### config.mk
export PLATFORM = sky130hd
export DESIGN_NAME = lsc_seq
export DESIGN_NICKNAME = d
export VERILOG_FILES = /design/src/rtl/lsc_pkg.sv /design/src/rtl/lsc_regs.sv /design/src/rtl/lsc_timer.sv /design/src/rtl/lsc_result.sv /design/src/rtl/lsc_seq.sv
export SDC_FILE = /design/constraint.sdc
export NUM_CORES = 1
export LEC_CHECK = 0
export BUFFER_PORTS_ARGS = -buffer_cell sky130_fd_sc_hd__buf_4
export CORE_ASPECT_RATIO = 0.7
export CORE_UTILIZATION = 35
export CTS_CLUSTER_DIAMETER = 120
export DETAILED_ROUTE_END_ITERATION = 16
export PLACE_DENSITY_LB_ADDON = 0.15
export RECOVER_POWER = 50
export SLEW_MARGIN = 20
export SYNTH_ARGS = -nofsm -noshare
export SYNTH_HDL_FRONTEND = slang
export SYNTH_SLANG_ARGS = --single-unit
### constraint.sdc
create_clock -name clk -period 2.9 [get_ports clk]
set_input_delay 0.87 -clock clk [delete_from_list [all_inputs] [get_ports clk]]
set_output_delay 0.87 -clock clk [all_outputs]
set_load 0.05 [all_outputs]
### src/rtl/lsc_pkg.sv
package lsc_pkg;

  typedef enum logic [1:0] {
    SRC_ONE  = 2'b00,
    SRC_TWO  = 2'b01,
    SRC_DIFF = 2'b10,
    SRC_IDLE = 2'b11
  } src_mode_e;

  typedef enum logic [1:0] {
    ADDR_CMD  = 2'd0,
    ADDR_CTRL = 2'd1,
    ADDR_SYNC = 2'd2,
    ADDR_CLR  = 2'd3
  } addr_e;

  typedef struct packed {
    logic      run_en;
    logic      pwr_down;
    logic      ext_time;
    logic      spare;
    src_mode_e src;
    logic [1:0] width;
  } cmd_t;

  localparam int CMD_W   = $bits(cmd_t);
  localparam int INT_BIT = 5;

endpackage

### src/rtl/lsc_regs.sv
module lsc_regs
  import lsc_pkg::*;
#(
  parameter int ADDR_W = 2
) (
  input  logic              clk,
  input  logic              rst_n,
  input  logic              wr_en,
  input  logic [ADDR_W-1:0] wr_addr,
  input  logic [CMD_W-1:0]  wr_data,
  input  logic [ADDR_W-1:0] rd_addr,
  input  logic              thresh_evt,
  output cmd_t              cmd,
  output logic              sync_req,
  output logic              int_flag,
  output logic [CMD_W-1:0]  rd_data
);

  cmd_t cmd_q, cmd_d;
  logic cmd_en;
  logic int_q, int_d;
  logic clr_req;

  always_comb begin
    cmd_en = wr_en && (wr_addr == ADDR_W'(ADDR_CMD));
    cmd_d = cmd_t'(wr_data);
    cmd_d.spare = 1'b0;
    sync_req = wr_en && (wr_addr == ADDR_W'(ADDR_SYNC)) && wr_data[0];
    clr_req = wr_en && (((wr_addr == ADDR_W'(ADDR_CTRL)) && !wr_data[INT_BIT]) ||
                        ((wr_addr == ADDR_W'(ADDR_CLR)) && wr_data[0]));
    // a new event outranks any clear in the same cycle
    int_d = thresh_evt | (int_q & ~clr_req);
  end

  always_ff @(posedge clk or negedge rst_n) begin
    if (!rst_n) begin
      cmd_q <= '0;
    end else if (cmd_en) begin
      cmd_q <= cmd_d;
    end
  end

  always_ff @(posedge clk or negedge rst_n) begin
    if (!rst_n) begin
      int_q <= 1'b0;
    end else begin
      int_q <= int_d;
    end
  end

  always_comb begin
    rd_data = '0;
    if (rd_addr == ADDR_W'(ADDR_CMD)) begin
      rd_data = cmd_q;
    end else if (rd_addr == ADDR_W'(ADDR_CTRL)) begin
      rd_data[INT_BIT] = int_q;
    end
  end

  assign cmd      = cmd_q;
  assign int_flag = int_q;

endmodule

### src/rtl/lsc_timer.sv
module lsc_timer
  import lsc_pkg::*;
#(
  parameter int DATA_W = 16,
  parameter int STEP_W = 4
) (
  input  logic clk,
  input  logic rst_n,
  input  cmd_t cmd,
  input  logic sync_req,
  output logic phase_end,
  output logic phase,
  output logic acc_clr,
  output logic src_sel
);

  localparam int CFG_W = 5;

  logic [DATA_W-1:0] cnt_q, cnt_d, last_cnt;
  logic              phase_q, phase_d;
  logic              primed_q, primed_d;
  logic              run, run_q;
  logic [CFG_W-1:0]  cfg, cfg_q;
  logic              restart, is_diff;
  int                shamt;

  always_comb begin
    run      = cmd.run_en && !cmd.pwr_down && (cmd.src != SRC_IDLE);
    cfg      = {cmd.ext_time, cmd.src, cmd.width};
    restart  = run && (!run_q || (cfg != cfg_q));
    is_diff  = (cmd.src == SRC_DIFF);
    shamt    = STEP_W * int'(cmd.width);
    last_cnt = {DATA_W{1'b1}} >> shamt;
  end

  always_comb begin
    cnt_d     = cnt_q;
    phase_d   = phase_q;
    primed_d  = primed_q;
    acc_clr   = 1'b0;
    phase_end = 1'b0;
    if (!run) begin
      cnt_d    = '0;
      phase_d  = 1'b0;
      primed_d = 1'b0;
    end else if (restart) begin
      cnt_d    = '0;
      phase_d  = 1'b0;
      primed_d = 1'b0;
      acc_clr  = 1'b1;
    end else if (cmd.ext_time) begin
      if (sync_req) begin
        acc_clr   = 1'b1;
        primed_d  = 1'b1;
        phase_end = primed_q;
      end
    end else if (cnt_q == last_cnt) begin
      cnt_d     = '0;
      acc_clr   = 1'b1;
      phase_end = 1'b1;
    end else begin
      cnt_d = cnt_q + 1'b1;
    end
    if (phase_end) begin
      phase_d = is_diff ? ~phase_q : 1'b0;
    end
  end

  always_ff @(posedge clk or negedge rst_n) begin
    if (!rst_n) begin
      cnt_q    <= '0;
      phase_q  <= 1'b0;
      primed_q <= 1'b0;
      run_q    <= 1'b0;
      cfg_q    <= '0;
    end else begin
      cnt_q    <= cnt_d;
      phase_q  <= phase_d;
      primed_q <= primed_d;
      run_q    <= run;
      cfg_q    <= cfg;
    end
  end

  always_comb begin
    unique case (cmd.src)
      SRC_TWO:  src_sel = 1'b1;
      SRC_DIFF: src_sel = phase_q;
      default:  src_sel = 1'b0;
    endcase
  end

  assign phase = phase_q;

endmodule

### src/rtl/lsc_result.sv
module lsc_result
  import lsc_pkg::*;
#(
  parameter int DATA_W = 16,
  parameter int STEP_W = 4
) (
  input  logic              clk,
  input  logic              rst_n,
  input  logic [DATA_W-1:0] acc_count,
  input  logic              phase_end,
  input  logic              phase,
  input  src_mode_e         src,
  input  logic [1:0]        width,
  output logic [DATA_W-1:0] result,
  output logic              result_valid
);

  logic [DATA_W-1:0] max_full, max_half, sat_full, sat_half;
  logic [DATA_W-1:0] first_q, diff_val, res_q, res_d;
  logic              first_en, res_en, is_diff, valid_q;
  int                shamt;

  always_comb begin
    shamt    = STEP_W * int'(width);
    max_full = {DATA_W{1'b1}} >> shamt;
    max_half = max_full >> 1;
    sat_full = (acc_count > max_full) ? max_full : acc_count;
    sat_half = (acc_count > max_half) ? max_half : acc_count;
    // both operands are below half scale, so the wrap is the sign extension
    diff_val = first_q - sat_half;
    is_diff  = (src == SRC_DIFF);
    first_en = phase_end && is_diff && !phase;
    res_en   = phase_end && (!is_diff || phase);
    res_d    = is_diff ? diff_val : sat_full;
  end

  always_ff @(posedge clk or negedge rst_n) begin
    if (!rst_n) begin
      first_q <= '0;
    end else if (first_en) begin
      first_q <= sat_half;
    end
  end

  always_ff @(posedge clk or negedge rst_n) begin
    if (!rst_n) begin
      res_q <= '0;
    end else if (res_en) begin
      res_q <= res_d;
    end
  end

  always_ff @(posedge clk or negedge rst_n) begin
    if (!rst_n) begin
      valid_q <= 1'b0;
    end else begin
      valid_q <= res_en;
    end
  end

  assign result       = res_q;
  assign result_valid = valid_q;

endmodule

### src/rtl/lsc_seq.sv
module lsc_seq
  import lsc_pkg::*;
#(
  parameter int DATA_W = 16,
  parameter int STEP_W = 4,
  parameter int ADDR_W = 2
) (
  input  logic              clk,
  input  logic              rst_n,
  input  logic              wr_en,
  input  logic [ADDR_W-1:0] wr_addr,
  input  logic [7:0]        wr_data,
  input  logic [ADDR_W-1:0] rd_addr,
  output logic [7:0]        rd_data,
  input  logic              thresh_evt,
  input  logic [DATA_W-1:0] acc_count,
  output logic              src_sel,
  output logic              acc_clr,
  output logic [DATA_W-1:0] result,
  output logic              result_valid,
  output logic              int_flag
);

  logic [1:0] rst_pipe;
  logic       rst_sync_n;
  cmd_t       cmd_q;
  logic       sync_req, phase_end, phase;

  always_ff @(posedge clk or negedge rst_n) begin
    if (!rst_n) begin
      rst_pipe <= '0;
    end else begin
      rst_pipe <= {rst_pipe[0], 1'b1};
    end
  end
  assign rst_sync_n = rst_pipe[1];

  lsc_regs #(.ADDR_W(ADDR_W)) u_regs (
    .clk        (clk),
    .rst_n      (rst_sync_n),
    .wr_en      (wr_en),
    .wr_addr    (wr_addr),
    .wr_data    (wr_data),
    .rd_addr    (rd_addr),
    .thresh_evt (thresh_evt),
    .cmd        (cmd_q),
    .sync_req   (sync_req),
    .int_flag   (int_flag),
    .rd_data    (rd_data)
  );

  lsc_timer #(.DATA_W(DATA_W), .STEP_W(STEP_W)) u_timer (
    .clk       (clk),
    .rst_n     (rst_sync_n),
    .cmd       (cmd_q),
    .sync_req  (sync_req),
    .phase_end (phase_end),
    .phase     (phase),
    .acc_clr   (acc_clr),
    .src_sel   (src_sel)
  );

  lsc_result #(.DATA_W(DATA_W), .STEP_W(STEP_W)) u_result (
    .clk          (clk),
    .rst_n        (rst_sync_n),
    .acc_count    (acc_count),
    .phase_end    (phase_end),
    .phase        (phase),
    .src          (cmd_q.src),
    .width        (cmd_q.width),
    .result       (result),
    .result_valid (result_valid)
  );

endmodule

== Word-level counts from Yosys, hierarchy flattened ==
Cells that the tools add are included.
Word-level totals
  register bits: 67
  input bits: 32
  output and inout bits: 28
  logic and storage cells: 89
Operators by class
  add/subtract/negate cells: 2
  order comparisons: 2
  equal/unequal tests: 13
  shift operators: 1
  multiplexer cells: 29
  bitwise logic cells: 4
  reductions and logical operators: 23
Operator list (number)
  $mux W16: 7
  $mux W1: 19
  $add A16 B1 Y16 const B: 1
  $eq A16 B16 Y1: 1
  $gt A16 B15 Y1: 1
  $gt A16 B16 Y1: 1
  $shr A16 B4 Y16 const A: 1
  $sub A16 B16 Y16: 1
  $logic_and A1 B1 Y1: 12
  $ne A3 B3 Y1 const B: 4
  $eq A2 B1 Y1 const B: 3
  $eq A2 B2 Y1 const B: 3
  $logic_not A1 Y1: 5
  $ne A5 B5 Y1: 1
  $logic_not A2 Y1: 2
  $mux W4: 1
  $logic_or A1 B1 Y1: 3
  $mux W2: 1
  $ne A2 B2 Y1 const B: 1
  $not A1 Y1: 2
  $pmux W1 S2: 1
  $reduce_and A2 Y1: 1
  $and A1 B1 Y1: 1
  $or A1 B1 Y1: 1

== Logic depth before layout (Yosys ltp) ==
Gate-level depths: netlist of the first run.
  word-level depth: 9
  gate-level depth with buffers: 23
  gate-level depth less buffers: 22

== Cells and area by module ==
A second synthesis of the first run with hierarchy kept.
Second synthesis, totals
  cells, all modules: 492
  area, all modules: 4546.9 um^2
Modules (own cells, without submodules)
  lsc_result: times used 1, cells each 311, area each 2611.3 um^2, sequential area each 825.8 um^2
  lsc_timer: times used 1, cells each 142, area each 1440.1 um^2, sequential area each 600.6 um^2
  lsc_regs: times used 1, cells each 36, area each 441.7 um^2, sequential area each 200.2 um^2
  lsc_seq: times used 1, cells each 3, area each 53.8 um^2, sequential area each 50.0 um^2

== Worst setup path after synthesis of the first run ==
OpenSTA, ideal clock, no wires.
  kind: flip-flop to flip-flop
  start point: reg, netlist name u_regs.cmd[1]
  end point: reg u_result.res_q[15] (netlist: u_result.result[15])
  library setup time: 0.082 ns
  data arrival time: 5.131 ns
  data required time: 2.818 ns
  slack: -2.313 ns
  cell stages (with the launch flop): 22
  buffers on the path: 2
  period minus slack after synthesis: 5.213 ns
  cell sequence: dfrtp_1 buf_2 nor2_1 inv_1 ha_1 or4bb_1 nor4_1 a21oi_2 clkbuf_1 nor2_1 ha_1 nor2b_1 o211ai_1 a31oi_1 o21ai_0 o221ai_2 o31a_1 maj3_2 a221oi_4 nor4b_2 o31ai_1 a31oi_1
On the way
  word-level cells in the longest chain between the ends: 7
  elaborated cells between the ends (all ways): 16
  those cells by class: add/sub (1); order compare (2); eq/ne (2); shift (1); mux (7); reduce/logical (3)
RTL lines
  branches (longest 7 deep; another with $gt A16 B15 Y1)
  end signal: assignment: line lsc_result.sv:49  | res_q <= res_d;
  end: declaration: line lsc_result.sv:19  | logic [DATA_W-1:0] first_q, diff_val, res_q, res_d;
Parallel ways; which one is timed is not known.
A chain may end at the register's enable or synchronous reset.

== Worst setup path after layout of the first run ==
  start point: in acc_count[9]
  end point: reg u_result.res_q[15] (netlist: u_result.result[15])
On the way
  word-level cells in the longest chain between the ends: 4
  elaborated cells between the ends (all ways): 6
  those cells by class: add/sub (1); order compare (2); mux (3)
RTL lines
  start: declaration: line lsc_seq.sv:16  | input logic [DATA_W-1:0] acc_count,
  $gt A16 B15 Y1: line lsc_result.sv:28  | sat_half = (acc_count > max_half) ? max_half : acc_count;
  $mux W16: line lsc_result.sv:28
  $sub A16 B16 Y16: line lsc_result.sv:30  | diff_val = first_q - sat_half;
  $mux W16 (*): line lsc_result.sv:34  | res_d = is_diff ? diff_val : sat_full;
Every way passes the cells marked *; elsewhere a longest branch is shown, timed or not.

==> impl_metrics.ini, run 1 <==
[outcome]
outcome = complete, but fails checks
violations_in_the_final_reports = negative setup slack

[finish]
area_added_between_synthesis_and_finish_pct = 48.06
share_of_layout_cells_above_drive_strength_1_pct = 37.62
antenna_cells = 0
final_net_count = 693
nFillCells = 1120
layout.cells.most_common = sky130_fd_sc_hd__buf_4
layout_common_cells = sky130_fd_sc_hd__buf_4 (145), sky130_fd_sc_hd__dfrtp_1 (66), sky130_fd_sc_hd__nand2_1 (45)
layout.core_utilization_pct = 53.90
multi_input_area_um2 = 2869
sequential_cell_area_um2 = 1678

[synthesis]
synth_enable_flop_cells = 0
post_synth_num_cell_types = 63
synthFlopType = sky130_fd_sc_hd__dfrtp_1
synth.yosys.warnings = 0
number_of_storage_elements_in_the_synthesis_netlist = 67
asyncSetResetFlopFracSynth_pct = 100.0
syn-num-nets = 540
post_synthesis_area_per_instance_um2 = 9.019
syn_area_um2 = 4329
seq_area_frac_synth_pct = 38.73
syn_inst = 480

[cts]
cts.root.buffer_cell = sky130_fd_sc_hd__clkbuf_16
ctsLongestPathBuffers = 2
cts_tree = built
cts.sinks = 67
cts_hold_buffers = 0
clk_latency_ns = 0.35
register_clock_pin_slew_on_the_reported_worst_setup_and_hold_paths_ns = 0.06
htreeDepth = 3
cts_inserted_buffers = 9

[floorplan]
ioPinCount = 60
core.rowCount = 33
die-area_um2 = 12830
dieHeight_um = 95.05
effective_utilization_at_floorplan_pct = 36.41
core-area_um2 = 11890
die_width_um = 134.9

[global_routing]
grt_pass1_vias = 4031
grt_antenna_before_repair = 0
grt_first_pass_wirelength_um = 20470
grt_use_total_pct = 21.00
globalRoute.totalOverflow = 0
grt_max_degree = 46

[placement]
hpwlAfterDp_um = 9137
portBuffers = 57
weighted_congestion_reported_at_the_end_of_routability_driven_placement = 0.8342

[timing]
final-setup-viol-count = 17
timing_worst_slew_pin_value_ns = 0.9819
achievable-frequency_ghz = 0.2199
layout_min_cycle_time_ns = 4.548
max_slew_margin_pct = 34.54
drv_slew = 0
rsz0062_at_grt = true
setup_total_negative_slack_ns = -16.48
fin_worst_hold_slack_ns = 0.3006
worst_slack_ns = -1.648
finalClockSkew_ns = 0.008059
hold_violations = 0
final.period_utilization_pct = 156.8

[critical_path]
cp_data_arrival_time_ns = 4.81
start_kind = input pin
required_ns = 3.16
master_of_the_slowest_instance_on_the_critical_path = sky130_fd_sc_hd__or4bb_4
crit_chain = buf_6 > ha_4 > nand3_2 > or4bb_4 > nor4_2 > a211o_2 > o21ai_1 > ha_1 > nor3_2 > a31oi_1 > nand2b_1 > o221ai_2 > o31a_1 > maj3_2 > a221oi_4 > nor4b_2 > o31ai_1 > a31oi_1
worst_path_most_repeated_cell = sky130_fd_sc_hd__a31oi_1
critPathCaptureType = flop
r2r.worst_path.cells = 18
worstSetupPathType = in2reg
critPathMaxStageDelay_ns = 0.57
crit_fanout = 6

[drt]
route.detailed.drc = 0
length_of_the_first_detailed_routing_pass_in_iterations = 4
detailroute.via_count = 4147
wirelength_um = 12530
drtIter0Drc = 257
viasPerCell = 5.216
wl_per_cell_um = 15.76
detail-route-antenna-nets = 0

[pwr]
p_leak_nw = 3.052
post-layout-total-power_w = 0.003388
ratio_of_total_power_to_cell_area_nw_per_um2 = 528.6
vdd_ir_drop_max_v = 0.0003287

[flow_run]
max-cap-violations = 0

[min_path]
hold_path.class = in2async
==> critical path, delay by kind of cell <==
kind	cells	cell delay [ns]
AO/OA/AOI/OAI	8	1.48
buffers and inverters	1	0.10
AND/OR/NAND/NOR	6	1.48
adder cells (fa/ha/maj)	3	0.88
==> kinds of logic (layout without fill, tap and decap cells) <==
family	Yosys count	after routing	share of synthesized area, %
xor gates and xnor gates	23	23	4.653
other	2	2	0.1735
buffers and inverters	33	191	3.006
AOI/OAI and AO/OA	139	139	21.01
muxes	18	18	4.509
DFF	67	67	38.73
and+or+nand+nor	168	168	19.16
adders and majority gates	30	30	8.757
==> per-layer routing <==
layer	up-vias	part of all wire [%]	GRT usage [%]
li1	2054	-	-
met1	1993	52	30.75
met2	91	43	30.63
met3	9	4.4	4.785
met4	0	0.65	6.180
met5	-	0	0
==> area by class of cell <==
cell class                 count  share of cell area [%]
tap                          157                   3.065
clock inverter                 7                   1.932
sequential                    67                   26.18
clock buffer                   9                   3.514
timing repair buffer         160                   19.64
inverter                      15                  0.9174
multi-input combinational    380                   44.76
==> sequential cells by signal (all words and copies together), names as in the netlist <==
signal	count
rst_pipe	2
u_regs.cmd	7
u_regs.int_flag	1
u_result.first_q	16
u_result.result	16
u_result.result_valid	1
u_timer.cfg_q	5
u_timer.cnt_q	16
u_timer.phase	1
u_timer.primed_q	1
u_timer.run_q	1
==> power by group <==
group / leakage [nW] / internal [W] / switching [W]
Sequential: 0.898 / 0.000970 / 0.0000312
Combinational: 1.99 / 0.000516 / 0.000572
Clock: 0.166 / 0.000846 / 0.000454
Total: 3.05 / 0.00233 / 0.00106
==> metrics by stage <==
stage,worst slack [ns],cell area (um2),instances
3_5_place_dp,-2.064,5647,758
5_1_grt,-1.834,6410,795
6_report,-1.648,6410,795
2_1_floorplan,-1.766,4464,480
4_1_cts,-1.635,6294,787
3_3_place_gp,-1.990,5647,758
==> path summary, 6_finish.rpt <==
kind                                    start             endpoint  slack, ns
min in group clk                  rst_pipe[0]          rst_pipe[1]       0.35
worst max register to register  u_regs.cmd[1]  u_result.result[15]      -1.63
worst min register to register    rst_pipe[0]          rst_pipe[1]       0.35
worst min-delay path                    rst_n          rst_pipe[1]       0.30
max in group asynchronous         rst_pipe[1]        u_regs.cmd[1]       1.73
worst max-delay path             acc_count[9]  u_result.result[15]      -1.65
==> synthesized netlist by cell type (9+ instances only) <==
| library cell | n | area, um2 |
|---|---|---|
| sky130_fd_sc_hd__mux2i_1 | 11 | 110.1 |
| sky130_fd_sc_hd__xnor2_1 | 10 | 87.58 |
| sky130_fd_sc_hd__nor2_1 | 41 | 153.9 |
| sky130_fd_sc_hd__and3_1 | 10 | 62.56 |
| sky130_fd_sc_hd__xor2_1 | 13 | 113.9 |
| sky130_fd_sc_hd__nand2_1 | 46 | 172.7 |
| sky130_fd_sc_hd__nand3_1 | 18 | 90.09 |
| sky130_fd_sc_hd__ha_1 | 27 | 337.8 |
| sky130_fd_sc_hd__o21ai_0 | 51 | 255.2 |
| sky130_fd_sc_hd__nor3_1 | 14 | 70.07 |
| sky130_fd_sc_hd__a21oi_1 | 20 | 100.1 |
| sky130_fd_sc_hd__inv_1 | 15 | 56.30 |
| sky130_fd_sc_hd__a211oi_1 | 11 | 82.58 |
| sky130_fd_sc_hd__clkbuf_1 | 15 | 56.30 |
| sky130_fd_sc_hd__dfrtp_1 | 67 | 1677 |
| sky130_fd_sc_hd__a21o_1 | 15 | 112.6 |
| sky130_fd_sc_hd__and2_1 | 9 | 56.30 |
==> what timing repair did <==
action                                 in CTS  in global routing
buffers inserted                           13                  7
gates resized for setup                    38                 16
pin swaps                                  14                  8
setup endpoints to repair                  16                 35
endpoints found under the hold margin       0                  0
gates cloned                                0                  1
Power figures use the tool's default switching activity.
==> run 2, diff against run 1 <==
--- a/config.mk
+++ b/config.mk
@@ -5,13 +5,14 @@
 export SDC_FILE = /design/constraint.sdc
 export NUM_CORES = 1
 export LEC_CHECK = 0
-export BUFFER_PORTS_ARGS = -buffer_cell sky130_fd_sc_hd__buf_4
 export CORE_ASPECT_RATIO = 0.7
 export CORE_UTILIZATION = 35
 export CTS_CLUSTER_DIAMETER = 120
 export DETAILED_ROUTE_END_ITERATION = 16
+export DONT_BUFFER_PORTS = 1
 export PLACE_DENSITY_LB_ADDON = 0.15
 export RECOVER_POWER = 50
+export SETUP_SLACK_MARGIN = 0.05
 export SLEW_MARGIN = 20
 export SYNTH_ARGS = -nofsm -noshare
 export SYNTH_HDL_FRONTEND = slang
==> impl_metrics.ini, run 2 (synthesized netlist as in run 1, its figures left out) <==
[placement]
hpwlAfterDp_um = 9218
place_worst_setup_slack_ns = -1.928
weighted_congestion_reported_at_the_end_of_routability_driven_placement = 0.8855
portBuffers = 0
placedCellCount = 705
placement.cell_area_um2 = 5261

[critical_path]
crit_fanout = 6
worstSetupPathType = reg2reg
required_ns = 3.16
critPathMaxStageDelay_ns = 0.57
start_kind = flop
crit_chain = buf_12 > ha_4 > nand3_2 > or4bb_4 > nor4_4 > a21oi_4 > nor2_4 > ha_4 > nor2b_4 > o211ai_1 > a31oi_1 > o21ai_1 > o221ai_2 > o31a_1 > maj3_2 > a221oi_4 > nor4b_4 > o31ai_2 > a31oi_1
master_of_the_slowest_instance_on_the_critical_path = sky130_fd_sc_hd__or4bb_4
critPathCaptureType = flop
cp_data_arrival_time_ns = 4.86

[timing]
layout_min_cycle_time_ns = 4.601
rsz0062_at_grt = true
finalClockSkew_ns = 0.005180
timing_worst_slew_pin_value_ns = 1.033
final.period_utilization_pct = 158.7
hold_violations = 0
final-setup-viol-count = 16
achievable-frequency_ghz = 0.2173
worst_slack_ns = -1.701
max_slew_margin_pct = 31.12
drv_slew = 0

[floorplan]
effective_utilization_at_floorplan_pct = 36.41
ioPinCount = 60
dieHeight_um = 95.05
core.rowCount = 33
die_width_um = 134.9
core-area_um2 = 11890
die-area_um2 = 12830

[outcome]
outcome = complete, but fails checks
violations_in_the_final_reports = negative setup slack

[drt]
viasPerCell = 5.373
detailroute.via_count = 3901
length_of_the_first_detailed_routing_pass_in_iterations = 4
wl_per_cell_um = 17.13
wirelength_um = 12440
route.detailed.drc = 0
detail-route-antenna-nets = 0
drtIter0Drc = 238

[finish]
antenna_cells = 0
layout.cells.most_common = sky130_fd_sc_hd__buf_4
share_of_layout_cells_above_drive_strength_1_pct = 30.58
layout_common_cells = sky130_fd_sc_hd__buf_4 (84), sky130_fd_sc_hd__dfrtp_1 (66), sky130_fd_sc_hd__nand2_1 (46)
area_added_between_synthesis_and_finish_pct = 36.01
post_layout_nonfiller_instances = 726
postLayoutCellArea_um2 = 5888
nFillCells = 1101
final_net_count = 624

[flow_run]
max-cap-violations = 0

[cts]
register_clock_pin_slew_on_the_reported_worst_setup_and_hold_paths_ns = 0.06
clk_latency_ns = 0.35
cts_tree = built
cts.sinks = 67
ctsLongestPathBuffers = 2
cts.root.buffer_cell = sky130_fd_sc_hd__clkbuf_16
cts_inserted_buffers = 9
htreeDepth = 3

[global_routing]
grt_max_degree = 32
grt_first_pass_wirelength_um = 20090
globalRoute.totalOverflow = 0
grt_pass1_vias = 3863
grt_use_total_pct = 20.87
grt_antenna_before_repair = 0

[pwr]
ratio_of_total_power_to_cell_area_nw_per_um2 = 542.7
p_leak_nw = 2.679
vdd_ir_drop_max_v = 0.0003262
post-layout-total-power_w = 0.003195

[min_path]
hold_path.class = in2async
[run 2: changes by cell type in the layout (fill, tap and decap cells not counted), moves of 2 or more]
cell	previous run	this run
sky130_fd_sc_hd__buf_6	7	2
sky130_fd_sc_hd__mux2i_4	0	3
sky130_fd_sc_hd__bufinv_16	3	1
sky130_fd_sc_hd__nand2_2	2	0
sky130_fd_sc_hd__inv_6	1	3
sky130_fd_sc_hd__xnor2_1	6	8
sky130_fd_sc_hd__clkinv_4	2	0
sky130_fd_sc_hd__mux2i_1	10	8
sky130_fd_sc_hd__buf_4	145	84
[run 2: per-layer routing]
metal | global-route usage [%] | up-vias | part of all wire (%)
met3 | 4.997 | 16 | 5.5
met5 | 0 | - | 0
met4 | 7.116 | 0 | 1.7
li1 | - | 1912 | -
met2 | 31.14 | 93 | 42
met1 | 29.47 | 1880 | 51
[run 2: final cells by class]
class                   instances  area, um2  area share [%]
repair buffers                 91      720.7           12.24
clock inverters                 7      82.58           1.402
clock buffers                   9      225.2           3.825
flip-flops and latches         67       1678           28.50
multi-input cells             380       2927           49.70
inverters                      15      58.81          0.9987
well taps                     157      196.4           3.336
[run 2: final timing paths]
kind / startpoint / endpoint / slack, ns / cells past startpoint
worst max-delay path: u_regs.cmd[1] / u_result.result[15] / -1.70 / 19
max in group asynchronous: rst_pipe[1] / u_result.first_q[9] / 1.57 / 1
worst min-delay path: rst_n / rst_pipe[1] / 0.22 / 0
worst max register to register: u_regs.cmd[1] / u_result.result[15] / -1.70 / 19
min in group clk: rst_pipe[0] / rst_pipe[1] / 0.35 / 0
worst min register to register: rst_pipe[0] / rst_pipe[1] / 0.35 / 0
[run 2: stage by stage]
stage | setup TNS [ns] | utilization, % | hold slack [ns]
4_1_cts | -15.30 | 48.15 | 0.2012
3_3_place_gp | -19.37 | 44.24 | 0.2775
2_1_floorplan | -16.76 | - | 0.3312
6_report | -15.49 | 49.52 | 0.2150
5_1_grt | -18.74 | 49.52 | 0.1977
3_5_place_dp | -20.66 | 44.24 | 0.2863
[run 2: critical path: cells and delay by family (launching register included)]
kind,cells,cell delay (ns)
compound gates,9,1.70
simple gates,6,1.41
fa+ha+maj,3,0.81
flops,1,0.44
buf+inv,1,0.15
[run 2: where the power goes]
group / leakage (nW) / switching (W) / internal (W)
Sequential: 0.898 / 0.0000364 / 0.000969
Combinational: 1.64 / 0.000551 / 0.000482
Clock: 0.145 / 0.000476 / 0.000681
[run 2: repair_timing]
item	in CTS	in global routing
pin swaps	13	19
hold buffers	0	0
setup buffers	2	3
gates resized for setup	25	27
endpoints found under the setup margin	19	26
